<file path="src/rtl/fob_pkg.sv">
package fob_pkg;

  typedef enum logic [1:0] {
    SZ_BASE   = 2'b00,
    SZ_DOUBLE = 2'b01,
    SZ_QUAD   = 2'b10,
    SZ_ALIAS  = 2'b11
  } size_code_e;

  typedef struct packed {
    logic valid;
    logic start;
    logic ovf;
  } strobe_t;

  // Extra doublings of the base length selected by a size code.
  function automatic int unsigned size_shift(input logic [1:0] code);
    case (size_code_e'(code))
      SZ_BASE:   return 0;
      SZ_DOUBLE: return 1;
      default:   return 2;
    endcase
  endfunction

endpackage

</file>
<file path="src/rtl/fob_cfg_regs.sv">
module fob_cfg_regs #(
  parameter int SCALE_W = 7
) (
  input  logic               clk,
  input  logic               clr,
  input  logic [1:0]         size_in,
  input  logic               inv_in,
  input  logic [SCALE_W-1:0] scale_in,
  output logic [1:0]         size_q,
  output logic               inv_q,
  output logic [SCALE_W-1:0] scale_q
);

  // Settings are sampled only inside the clear window.
  always_ff @(posedge clk) begin
    if (clr) begin
      size_q  <= size_in;
      inv_q   <= inv_in;
      scale_q <= scale_in;
    end
  end


  cfg_hold_chk: assert property (@(posedge clk) disable iff (clr)
    !clr |=> ($stable(size_q) && $stable(inv_q) && $stable(scale_q)));

endmodule

</file>
<file path="src/rtl/fob_sequencer.sv">
module fob_sequencer
  import fob_pkg::*;
#(
  parameter int AW = 13
) (
  input  logic          clk,
  input  logic          clr,
  input  logic [AW-1:0] last_idx,
  input  logic          done,
  input  logic          done_ovf,
  output logic          rd_en,
  output logic [AW-1:0] rd_addr,
  output strobe_t       issue
);

  logic          active_q;
  logic [AW-1:0] addr_q;
  logic          first_q;
  logic          cur_ovf_q;
  logic          pend_q;
  logic          pend_ovf_q;
  logic          at_last;

  assign at_last = active_q && (addr_q == last_idx);

  always_ff @(posedge clk) begin
    if (clr) begin
      active_q   <= 1'b0;
      addr_q     <= '0;
      first_q    <= 1'b0;
      cur_ovf_q  <= 1'b0;
      pend_q     <= 1'b0;
      pend_ovf_q <= 1'b0;
    end else begin
      first_q <= 1'b0;
      if (!active_q) begin
        if (done) begin
          active_q  <= 1'b1;
          addr_q    <= '0;
          first_q   <= 1'b1;
          cur_ovf_q <= done_ovf;
        end
      end else if (at_last) begin
        if (pend_q) begin
          addr_q     <= '0;
          first_q    <= 1'b1;
          cur_ovf_q  <= pend_ovf_q;
          pend_q     <= done;
          pend_ovf_q <= done_ovf;
        end else if (done) begin
          addr_q    <= '0;
          first_q   <= 1'b1;
          cur_ovf_q <= done_ovf;
        end else begin
          active_q <= 1'b0;
        end
      end else begin
        addr_q <= addr_q + 1'b1;
        if (done && !pend_q) begin
          pend_q     <= 1'b1;
          pend_ovf_q <= done_ovf;
        end
      end
    end
  end

  assign rd_en       = active_q;
  assign rd_addr     = addr_q;
  assign issue.valid = active_q;
  assign issue.start = first_q;
  assign issue.ovf   = cur_ovf_q;


  addr_step_chk: assert property (@(posedge clk) disable iff (clr)
    (rd_en && $past(rd_en) && rd_addr != '0) |-> (rd_addr == $past(rd_addr) + 1'b1));


  addr_bound_chk: assert property (@(posedge clk) disable iff (clr)
    rd_en |-> (rd_addr <= last_idx));


  burst_origin_chk: assert property (@(posedge clk) disable iff (clr)
    $rose(rd_en) |-> (rd_addr == '0 && issue.start));


  pend_needs_burst_chk: assert property (@(posedge clk) disable iff (clr)
    pend_q |-> active_q);

endmodule

</file>
<file path="src/rtl/fob_out_stage.sv">
module fob_out_stage
  import fob_pkg::*;
#(
  parameter int DW     = 16,
  parameter int RD_LAT = 1
) (
  input  logic          clk,
  input  logic          clr,
  input  strobe_t       issue,
  input  logic [DW-1:0] rd_re,
  input  logic [DW-1:0] rd_im,
  output logic          y_start,
  output logic          y_valid,
  output logic          y_ovf,
  output logic [DW-1:0] y_re,
  output logic [DW-1:0] y_im
);

  strobe_t aligned;

  // Strobes wait RD_LAT cycles so they line up with the buffer data.
  for (genvar g = 0; g < RD_LAT; g++) begin : g_dly
    strobe_t q;
    if (g == 0) begin : g_first
      always_ff @(posedge clk) q <= clr ? '0 : issue;
    end else begin : g_next
      always_ff @(posedge clk) q <= clr ? '0 : g_dly[g-1].q;
    end
  end

  assign aligned = g_dly[RD_LAT-1].q;

  always_ff @(posedge clk) begin
    if (clr) begin
      y_valid <= 1'b0;
      y_start <= 1'b0;
      y_ovf   <= 1'b0;
      y_re    <= '0;
      y_im    <= '0;
    end else begin
      y_valid <= aligned.valid;
      y_start <= aligned.valid & aligned.start;
      y_ovf   <= aligned.valid & aligned.ovf;
      y_re    <= aligned.valid ? rd_re : '0;
      y_im    <= aligned.valid ? rd_im : '0;
    end
  end


  start_in_valid_chk: assert property (@(posedge clk) disable iff (clr)
    y_start |-> y_valid);


  start_single_chk: assert property (@(posedge clk) disable iff (clr)
    y_start |=> !y_start);


  ovf_in_valid_chk: assert property (@(posedge clk) disable iff (clr)
    y_ovf |-> y_valid);


  idle_zero_chk: assert property (@(posedge clk) disable iff (clr)
    !y_valid |-> (y_re == '0 && y_im == '0));

endmodule

</file>
<file path="src/rtl/fft_out_burst.sv">
module fft_out_burst
  import fob_pkg::*;
#(
  parameter int DW       = 16,
  parameter int SCALE_W  = 7,
  parameter int LOG2_MIN = 11,
  parameter int RD_LAT   = 1,
  localparam int AW      = LOG2_MIN + 2
) (
  input  logic               clk,
  input  logic               clr,
  input  logic [1:0]         cfg_size,
  input  logic               cfg_inverse,
  input  logic [SCALE_W-1:0] cfg_scale,
  output logic [1:0]         eng_size,
  output logic               eng_inverse,
  output logic [SCALE_W-1:0] eng_scale,
  input  logic               eng_done,
  input  logic               eng_ovf,
  output logic               buf_rd_en,
  output logic [AW-1:0]      buf_rd_addr,
  input  logic [DW-1:0]      buf_rd_re,
  input  logic [DW-1:0]      buf_rd_im,
  output logic               y_start,
  output logic               y_valid,
  output logic [DW-1:0]      y_re,
  output logic [DW-1:0]      y_im,
  output logic               y_ovf
);

  logic [AW-1:0] last_idx;
  strobe_t       issue;

  fob_cfg_regs #(.SCALE_W(SCALE_W)) u_cfg (
    .clk      (clk),
    .clr      (clr),
    .size_in  (cfg_size),
    .inv_in   (cfg_inverse),
    .scale_in (cfg_scale),
    .size_q   (eng_size),
    .inv_q    (eng_inverse),
    .scale_q  (eng_scale)
  );

  always_comb begin
    last_idx = AW'((32'd1 << (LOG2_MIN + int'(size_shift(eng_size)))) - 32'd1);
  end

  fob_sequencer #(.AW(AW)) u_seq (
    .clk      (clk),
    .clr      (clr),
    .last_idx (last_idx),
    .done     (eng_done),
    .done_ovf (eng_ovf),
    .rd_en    (buf_rd_en),
    .rd_addr  (buf_rd_addr),
    .issue    (issue)
  );

  fob_out_stage #(.DW(DW), .RD_LAT(RD_LAT)) u_out (
    .clk     (clk),
    .clr     (clr),
    .issue   (issue),
    .rd_re   (buf_rd_re),
    .rd_im   (buf_rd_im),
    .y_start (y_start),
    .y_valid (y_valid),
    .y_ovf   (y_ovf),
    .y_re    (y_re),
    .y_im    (y_im)
  );

endmodule

</file>
<file path="config.mk">
export PLATFORM = sky130hd
export DESIGN_NAME = fft_out_burst
export DESIGN_NICKNAME = d
export VERILOG_FILES = /design/src/rtl/fob_pkg.sv /design/src/rtl/fob_cfg_regs.sv /design/src/rtl/fob_sequencer.sv /design/src/rtl/fob_out_stage.sv /design/src/rtl/fft_out_burst.sv
export SDC_FILE = /design/constraint.sdc
export NUM_CORES = 1
export LEC_CHECK = 0
export BUFFER_PORTS_ARGS = -buffer_cell sky130_fd_sc_hd__buf_2
export CAP_MARGIN = 30
export CORE_MARGIN = 3
export CORE_UTILIZATION = 45
export CTS_CLUSTER_SIZE = 30
export DETAILED_ROUTE_END_ITERATION = 12
export MAX_ROUTING_LAYER = met4
export PLACE_DENSITY = 0.77
export SLEW_MARGIN = 20
export SYNTH_ARGS = -nofsm -noshare
export SYNTH_HDL_FRONTEND = slang
export SYNTH_SLANG_ARGS = --single-unit
</file>
<file path="constraint.sdc">
create_clock -name clk -period 2.7 [get_ports clk]
set_input_delay 0.54 -clock clk [delete_from_list [all_inputs] [get_ports clk]]
set_output_delay 0.54 -clock clk [all_outputs]
set_load 0.01 [all_outputs]
</file>
Yosys cells after proc, flatten, opt, wreduce, memory -nomap -nowiden
Index checks and enable logic that the tools add are counted.
{"block": "word_totals", "output_inout_bits": 59, "latch_bits": 0, "romBits": 0, "mem_bits_rw": 0, "word_cells": 57, "regBits": 66, "inputBits": 46, "memories": 0}
{"block": "classes", "n_reduce_logical": 8, "add_sub_neg": 3, "n_lt_le_gt_ge": 0, "shifts": 1, "bitwise_logic": 3, "n_div": 0, "mul": 0, "eq_ne": 4, "n_mux": 21}
{"cell": "$mux 13", "count": 4}
{"cell": "$add 5x32->32 const A", "count": 1}
{"cell": "$shl 1x32->13 const A", "count": 1}
{"cell": "$mux 1", "count": 16}
{"cell": "$add 13x1->13 const B", "count": 1}
{"cell": "$eq 13x13->1", "count": 1}
{"cell": "$sub 13x1->13 const B", "count": 1}
{"cell": "$pmux 2 s2", "count": 1}
{"cell": "$reduce_and 3->1", "count": 1}
{"cell": "$and 1x1->1", "count": 2}
{"cell": "$eq 2x1->1 const B", "count": 1}
{"cell": "$logic_and 1x1->1", "count": 2}
{"cell": "$logic_not 2->1", "count": 1}
{"cell": "$ne 2x1->1 const B", "count": 1}
{"cell": "$ne 2x2->1 const B", "count": 1}
{"cell": "$reduce_and 2->1", "count": 1}
{"cell": "$reduce_bool 2->1", "count": 1}
{"cell": "$reduce_or 2->1", "count": 1}
{"cell": "$logic_not 1->1", "count": 1}
{"cell": "$not 1->1", "count": 1}

Depth between registers and ports, before layout
Gate-level depths: netlist of run 1.
{"block": "depth", "depth_word": 9, "depth_mapped": 8, "ltp_nobuf": 6}

Hierarchy
Synthesis of run 1 repeated with hierarchy kept, for this count alone.
{"block": "hier_totals", "cells_unflattened": 241, "area_unflattened_um2": 2723.9}
{"mod": "fob_sequencer", "cells_per_inst": 142, "area_each_um2": 1251.2, "seq_area_each_um2": 360.3, "instances": 1}
{"mod": "fob_out_stage", "cells_per_inst": 83, "area_each_um2": 1138.6, "seq_area_each_um2": 760.7, "instances": 1}
{"mod": "fob_cfg_regs", "cells_per_inst": 10, "area_each_um2": 300.3, "seq_area_each_um2": 300.3, "instances": 1}
{"mod": "fft_out_burst", "cells_per_inst": 6, "area_each_um2": 33.8, "seq_area_each_um2": 0.0, "instances": 1}

Least setup slack after synthesis of run 1
Ideal clock, no wire load.
{"block": "synth_path", "path_kind": "register -> register", "start": "reg u_cfg.size_q[1]", "end": "reg u_seq.pend_ovf_q", "t_arrival_ns": 1.625, "path_stages_with_launch": 6, "setup_time_ns": 0.086, "synth_period_minus_slack_ns": 1.710, "path_slack_ns": 0.990, "required_time_ns": 2.614, "path_buffers": 0, "cell_sequence": "edfxtp_1 > nor4_1 > nor3_2 > o21ai_0 > mux2_2 > a211oi_1"}
{"block": "synth_between", "elab_chain_len": 9, "word_cells_on_any_way": 12, "cone_classes": "add/sub (2); eq/ne (3); shift (1); mux (2); reduce/logical (4)"}
{"item": "start, declared", "line": "fob_cfg_regs.sv:9", "text": "output logic [1:0] size_q,"}
{"item": "start signal, assigned", "line": "fob_cfg_regs.sv:17", "text": "size_q <= size_in;"}
{"item": "$eq 2x1->1 / $logic_not 2->1 (equally long branches)", "line": "fob_pkg.sv:18", "text": "case (size_code_e'(code))"}
{"item": "$pmux 2 s2 (*)", "line": "fob_pkg.sv:18"}
{"item": "$add 5x32->32 (*)", "line": "fft_out_burst.sv:46", "text": "last_idx = AW'((32'd1 << (LOG2_MIN + int'(size_shift(eng_size)))) - 32'd1);"}
{"item": "$shl 1x32->13 (*)", "line": "fft_out_burst.sv:46"}
{"item": "$sub 13x1->13 (*)", "line": "fft_out_burst.sv:46"}
{"item": "$eq 13x13->1 (*)", "line": "fob_sequencer.sv:24", "text": "assign at_last = active_q && (addr_q == last_idx);"}
{"item": "$logic_and 1x1->1 (*)", "line": "fob_sequencer.sv:24"}
{"item": "$ne 2x1->1 (no line) / $reduce_bool 2->1 (equally long branches)"}
{"item": "$reduce_and 3->1 (no line)"}
{"item": "end signal, assigned", "line": "fob_sequencer.sv:49", "text": "pend_ovf_q <= done_ovf;"}
{"item": "end signal, assigned", "line": "fob_sequencer.sv:61", "text": "pend_ovf_q <= done_ovf;"}
{"item": "end, declared", "line": "fob_sequencer.sv:21", "text": "logic pend_ovf_q;"}
Mark *: on every way between the ends. The rest lies on a longest branch, timed or not.
A chain may end at the register's enable or synchronous reset.

Final worst setup path of run 1
{"block": "layout_path", "start": "reg u_seq.addr_q[3], in the netlist u_seq.rd_addr[3]", "end": "reg u_seq.addr_q[2], in the netlist u_seq.rd_addr[2]"}
{"block": "layout_between", "elab_chain_len": 4}
{"item": "start, declared", "line": "fob_sequencer.sv:17", "text": "logic [AW-1:0] addr_q;"}
{"item": "start signal, assigned", "line": "fob_sequencer.sv:58", "text": "addr_q <= addr_q + 1'b1;"}
{"item": "$eq 13x13->1", "line": "fob_sequencer.sv:24"}
{"item": "$logic_and 1x1->1", "line": "fob_sequencer.sv:24"}
{"item": "$mux 13", "line": "fob_sequencer.sv:43", "text": "end else if (at_last) begin"}
{"item": "$mux 13", "line": "fob_sequencer.sv:36", "text": "if (!active_q) begin"}
No other way between the ends.

==> metrics.yaml, run 1 <==
fin_crit_ns: 1.857
port_buffers: 104
max_slew_margin_pct: 54.72
hpwl_mm: 3.589
rsz0062_at_grt: "no"
root_buffer: "clkbuf_8"
async_flop_share_pct: 0
worst-path-buf-inv: 0
place_congestion: 0.7961
rows: 25
total_power_uw: 1938
path_clk_slew_ns: 0.07
mostFrequentLayoutCells: "104 x buf_2, 56 x dfxtp_1, 34 x and2_1, 14 x o21ai_0, 11 x clkbuf_8"
yosys_warnings: 0
numCtsBuffers: 9
overflow: 0
die_area_um2: 6203
endpoint_kind: "flop"
vias_per_cell: 4.911
synth.distinct_cells: 47
nets: 368
grt_max_degree: 36
cp-start-kind: "flop"
synth_edf_count: 10
clock_path_buffers: 2
num_antenna_cells: 0
avgSynthCellArea_um2: 10.98
start_util_pct: 48.51
finClkSkew_ns: 0.006305
post-place-ws_ns: 0.6858
cts_setup_buffers: 0
power.density_nw_per_um2: 621.2
leakage_uw: 0.001460
cp_top_family: "simple AND/OR/NAND/NOR gates"
area_growth_syn_to_layout_pct: 30.93
layout_commonest_cell: "buf_2"
cts_max_level: 3
cp.arrival_ns: 2.09
dr.first_iter.drc_count: 45
core-area_um2: 4911
worstPathCellList: "and4_1, nand3_2, o21ai_4, nand2_4, a311oi_1"
ir_worst_vdd_uv: 329.5
ys.flop_type: "dfxtp_1"
slowest_stage: "dfxtp_1"
die_height_um: 78.76
cts.repair.resized: 0
hold_violations: 0
cts_tree: "done"
grtUsageTotal_pct: 17.70
max_clock_freq_mhz: 538.5
critPathRequiredTime_ns: 2.93
syn_nets: 264
maxCapViolCount: 0
antenna_left: 0
synth_seq_cells: 66
synthCells: 217
cts_sinks: 66
grt_pass1_wl_mm: 8.404
grt_pass1_vias: 1789
grt_antenna_before_repair: 0
fin_crit_sh_pct: 68.78
timing.setup.tns_ns: 0
synth_area_um2: 2382
cts_hold_buffers: 0
slowest_delay_ns: 0.49
final-setup-viol-count: 0
drt_wl_total_mm: 5.096
drt-wirelength-per-cell_um: 12.97
status: "finished clean"
drive_above_1_share_pct: 41.10
finalMaxSlewViolations: 0
ios: 105
crit_fanout: 9
ys_seq_area_share_pct: 59.66
vias: 1930
setup_ws_ns: 0.8429
insertion_delay_ns: 0.33
critPathKind: "flop to flop"
die_w_um: 78.76
hold_path_class: "input port to flop"
drc: 0
tightest_slew_ns: 0.6792
drtPass1Iterations: 5
==> sequential cells by signal (all words and copies together), names as in the netlist <==
| register | count |
|---|---|
| u_seq.cur_ovf_q | 1 |
| u_out.y_re | 16 |
| u_out.y_valid | 1 |
| u_out.aligned | 3 |
| u_seq.pend_ovf_q | 1 |
| u_seq.rd_addr | 13 |
| u_seq.rd_en | 1 |
| u_cfg.inv_q | 1 |
| u_seq.first_q | 1 |
| u_cfg.size_q | 2 |
| u_seq.pend_q | 1 |
| u_out.y_im | 16 |
| u_out.y_start | 1 |
| u_out.y_ovf | 1 |
| u_cfg.scale_q | 7 |
==> through the flow <==
stage | hold slack, ns | utilization (%) | cells | cell area [um^2]
after global placement | 0.4095 | 59.62 | 376 | 2928
after detailed placement | 0.4159 | 59.62 | 376 | 2928
after CTS | 0.3634 | 63.29 | 392 | 3108
after floorplan | 0.4057 | - | 217 | 2382
after global routing | 0.3629 | 63.52 | 393 | 3119
final | 0.3781 | 63.52 | 393 | 3119
==> cell type report <==
type,count,area (um^2)
Clock inverter,4,25.02
Tap cell,67,83.83
Fill cell,426,1792
Timing Repair Buffer,105,531.8
Multi-Input combinational cell,136,890.9
Sequential cell,66,1421
Clock buffer,12,155.1
Inverter,3,11.26
==> Yosys cell counts (2+ instances only) <==
| master | count | area (um^2) |
|---|---|---|
| a21oi_1 | 8 | 40.04 |
| and3_1 | 3 | 18.77 |
| nor2_1 | 9 | 33.78 |
| nand2_1 | 4 | 15.01 |
| edfxtp_1 | 10 | 300.3 |
| a21oi_2 | 2 | 17.52 |
| nand4_1 | 2 | 12.51 |
| mux2i_1 | 2 | 20.02 |
| a21o_1 | 3 | 22.52 |
| nor3_1 | 5 | 25.02 |
| dfxtp_1 | 56 | 1121 |
| buf_6 | 2 | 22.52 |
| nand3_2 | 2 | 20.02 |
| and2_1 | 34 | 212.7 |
| a311oi_1 | 2 | 17.52 |
| buf_1 | 2 | 7.510 |
| o21ai_0 | 14 | 70.07 |
| a31oi_1 | 3 | 18.77 |
| inv_1 | 3 | 11.26 |
| nand2b_1 | 4 | 25.02 |
| nor2b_1 | 6 | 37.54 |
| nand3_1 | 10 | 50.05 |
| clkbuf_1 | 7 | 26.28 |
==> worst reg2reg max path, cell delays in order, from the launching register on <==
cell,delay (ns)
dfxtp_1,0.49
and4_1,0.38
nand3_2,0.15
o21ai_4,0.33
nand2_4,0.12
a311oi_1,0.29
==> report_power, final <==
part	switching (uW)	internal (uW)	total, uW
clock	358	383	741
sequential	19.1	1030	1050
combinational	75.8	69.1	145
==> final timing paths <==
kind | start | slack [ns] | endpoint | cells past startpoint
max | u_seq.rd_addr[3] | 0.84 | u_seq.rd_addr[2] | 5
min | cfg_scale[2] | 0.38 | u_cfg.scale_q[2] | 1
max reg2reg | u_seq.rd_addr[3] | 0.84 | u_seq.rd_addr[2] | 5
min reg2reg | u_out.aligned[0] | 0.43 | u_out.y_ovf | 1
==> per-layer routing <==
metal	routed length (um)	vias up	global-route usage [%]
met5	0	-	-
met4	95	0	9.790
met2	2400	85	28.27
li1	-	963	-
met1	2178	874	20.61
met3	422	8	4.195
==> cell families after synthesis <==
kind of cell	count (synthesis)	synth area share (%)
DFF	66	59.66
muxes	3	1.313
and+or+nand+nor	89	22.64
buffers and inverters	15	3.046
AOI/OAI and AO/OA	41	12.08
adders and majority gates	1	0.5251
xor gates and xnor gates	2	0.7354
Power figures use the tool's default switching activity.
==> inputs of run 2 (changes only) <==
--- a/config.mk
+++ b/config.mk
@@ -8,11 +8,11 @@
 export BUFFER_PORTS_ARGS = -buffer_cell sky130_fd_sc_hd__buf_2
 export CAP_MARGIN = 30
 export CORE_MARGIN = 3
-export CORE_UTILIZATION = 45
+export CORE_UTILIZATION = 42
 export CTS_CLUSTER_SIZE = 30
 export DETAILED_ROUTE_END_ITERATION = 12
 export MAX_ROUTING_LAYER = met4
-export PLACE_DENSITY = 0.77
+export PLACE_DENSITY = 0.75
 export SLEW_MARGIN = 20
 export SYNTH_ARGS = -nofsm -noshare
 export SYNTH_HDL_FRONTEND = slang
==> constraint.sdc (replaced) <==
create_clock -name clk -period 1.6 [get_ports clk]
set_input_delay 0.32 -clock clk [delete_from_list [all_inputs] [get_ports clk]]
set_output_delay 0.32 -clock clk [all_outputs]
set_load 0.01 [all_outputs]
==> metrics.yaml, run 2 (same netlist as run 1, synthesis figures left out) <==
status: "complete, but fails checks"
violations: "setup timing"
mostFrequentLayoutCells: "104 x buf_2, 52 x dfxtp_1, 34 x and2_1, 30 x buf_4, 10 x edfxtp_1"
final-setup-viol-count: 15  # +15
crit_fanout: 5  # -4
clock_path_buffers: 2  # unchanged
fillers: 407  # -4.5%
cts_tree: "done"
dr.first_iter.drc_count: 54  # +20%
grt_max_degree: 36  # unchanged
holdPathEnd: "u_cfg.scale_q[4]"
numCtsBuffers: 9  # unchanged
setup_ws_ns: -0.1365  # -0.9794 ns
start_util_pct: 44.93  # -3.6 points
power.density_nw_per_um2: 1025  # +65%
drt_wl_total_mm: 6.254  # +23%
drt-wirelength-per-cell_um: 14.58  # +12%
max_slew_margin_pct: 73.79  # +19 points
port_buffers: 104  # unchanged
hpwl_mm: 4.251  # +18%
slowest_delay_ns: 0.46  # -0.03 ns
timing.rr.end: "u_seq.cur_ovf_q"
grt_pass1_wl_mm: 9.342  # +11%
rrSetupSlack_ns: -0.14  # -0.98 ns
die_height_um: 81.32  # +3.2%
finalMaxSlewViolations: 0  # unchanged
place_congestion: 0.7966  # about the same
root_buffer: "clkbuf_8"
reg.largest.list: "u_out.y_im x16, u_out.y_re x16, u_seq.rd_addr x13"
tightest_slew_ns: 0.3914  # -0.2878 ns
worst-path-buf-inv: 0  # unchanged
cts_hold_buffers: 0  # unchanged
grt_antenna_before_repair: 0  # unchanged
rows: 26  # +4.0%
die_area_um2: 6612  # +6.6%
fin_crit_sh_pct: 108.5  # +40 points
vias: 2102  # +8.9%
fin_crit_ns: 1.737  # -0.1206 ns
worstRegToRegCells: 5  # unchanged
cp.arrival_ns: 1.97  # -0.12 ns
cp_top_family: "simple AND/OR/NAND/NOR gates"
worstPathCellList: "nor4bb_4, or3_4, a31oi_4, nor2_1, o21a_1"
drc: 0  # unchanged
ios: 105  # unchanged
vias_per_cell: 4.900  # -0.23%
post-place-ws_ns: -0.1269  # -0.8127 ns
insertion_delay_ns: 0.33  # about the same
ir_worst_vdd_uv: 596.6  # +81%
die_w_um: 81.32  # +3.2%
min_from: "cfg_scale[4]"
overflow: 0  # unchanged
leakage_uw: 0.001651  # +13%
nets: 401  # +9.0%
cts_max_level: 3  # unchanged
grtUsageTotal_pct: 19.38  # +1.7 points
min_path_cells: 1  # unchanged
max_clock_freq_mhz: 575.9  # +6.9%
path_clk_slew_ns: 0.07  # about the same
core-area_um2: 5303  # +8.0%
num_antenna_cells: 0  # unchanged
slowest_stage: "edfxtp_1"
area_growth_syn_to_layout_pct: 47.85
layout_commonest_cell: "buf_2"
drtPass1Iterations: 4  # -1
r2r_start: "u_cfg.size_q[0]"
whs_ns: 0.1567  # -0.2215 ns
finClkSkew_ns: 0.006847  # +0.0005415 ns
hold_violations: 0  # unchanged
critPathKind: "flop to flop"
drive_above_1_share_pct: 50.70  # +9.6 points
critPathRequiredTime_ns: 1.83  # -1.10 ns
rsz0062_at_grt: "yes"
endpoint_kind: "flop"
grt_pass1_vias: 1999  # +12%
cts_sinks: 66  # unchanged
cp-start-kind: "flop"
hold_path_class: "input port to flop"
antenna_left: 0  # unchanged
maxCapViolCount: 0  # unchanged
[run 2: cell types whose count changed in the layout (fill, tap and decap cells not counted), sizes merged]
cell / delta
bufinv: +2
clkbuf: -3
buf: +32
clkinv: +1
a31oi: +1
clkinvlp: +1
inv: -1
[run 2: final cells by class]
| cell class | count | area [um^2] | area share (%) |
|---|---|---|---|
| tap | 70 | 87.58 | 2.487 |
| multi-input combinational | 137 | 991.0 | 28.13 |
| inverter | 3 | 11.26 | 0.3197 |
| clock buffer | 9 | 123.9 | 3.517 |
| sequential | 66 | 1426 | 40.50 |
| clock inverter | 7 | 93.84 | 2.664 |
| timing repair buffer | 137 | 788.3 | 22.38 |
[run 2: how the worst max path moves through the flow]
stage | from | end | slack [ns] | cells past startpoint
after detailed placement | u_cfg.size_q[0] | u_seq.pend_q | -0.13 | 5
after CTS | u_cfg.size_q[1] | u_seq.pend_ovf_q | -0.12 | 5
after global routing | u_cfg.size_q[1] | u_seq.rd_addr[2] | -0.21 | 5
after global placement | u_cfg.size_q[1] | u_seq.cur_ovf_q | -0.07 | 5
final | u_cfg.size_q[0] | u_seq.cur_ovf_q | -0.14 | 5
after floorplan | u_cfg.size_q[0] | u_seq.cur_ovf_q | -0.03 | 5
[run 2: worst reg2reg max path: cells and delay by family, from the launching register on]
kind	cells	cell delay (ns)
AO/OA/AOI/OAI	2	0.44
flip-flops	1	0.46
AND/OR/NAND/NOR	3	0.73
[run 2: metrics by stage]
| step | std cells | cell area [um^2] | TNS (ns) | utilization (%) | total power (uW) |
|---|---|---|---|---|---|
| final | 429 | 3522 | -0.8410 | 66.42 | 3609 |
| after global routing | 429 | 3522 | -2.565 | 66.42 | 3742 |
| after detailed placement | 403 | 3163 | -1.003 | 59.65 | 2093 |
| after floorplan | 217 | 2427 | -0.06915 | - | 1940 |
| after global placement | 403 | 3163 | -0.2050 | 59.65 | 2087 |
| after CTS | 424 | 3473 | -0.8328 | 65.50 | 3630 |
[run 2: power breakdown]
| group | switching [uW] | internal [uW] |
|---|---|---|
| clock | 635 | 874 |
| combinational | 166 | 165 |
| sequential | 27.2 | 1740 |
[run 2: what timing repair did]
item	in CTS	in global routing
pin swaps	19	6
gates resized for setup	15	4
gates cloned	1	0
endpoints found under the hold margin	0	0
setup endpoints to repair	14	18
setup buffers	4	4
[run 2: layer usage]
layer	part of all wire (%)	track usage [%]	vias up
li1	-	-	1039
met1	42	22.14	948
met2	46	30.62	101
met3	10	6.319	14
met4	1.8	9.291	0
met5	0	-	-
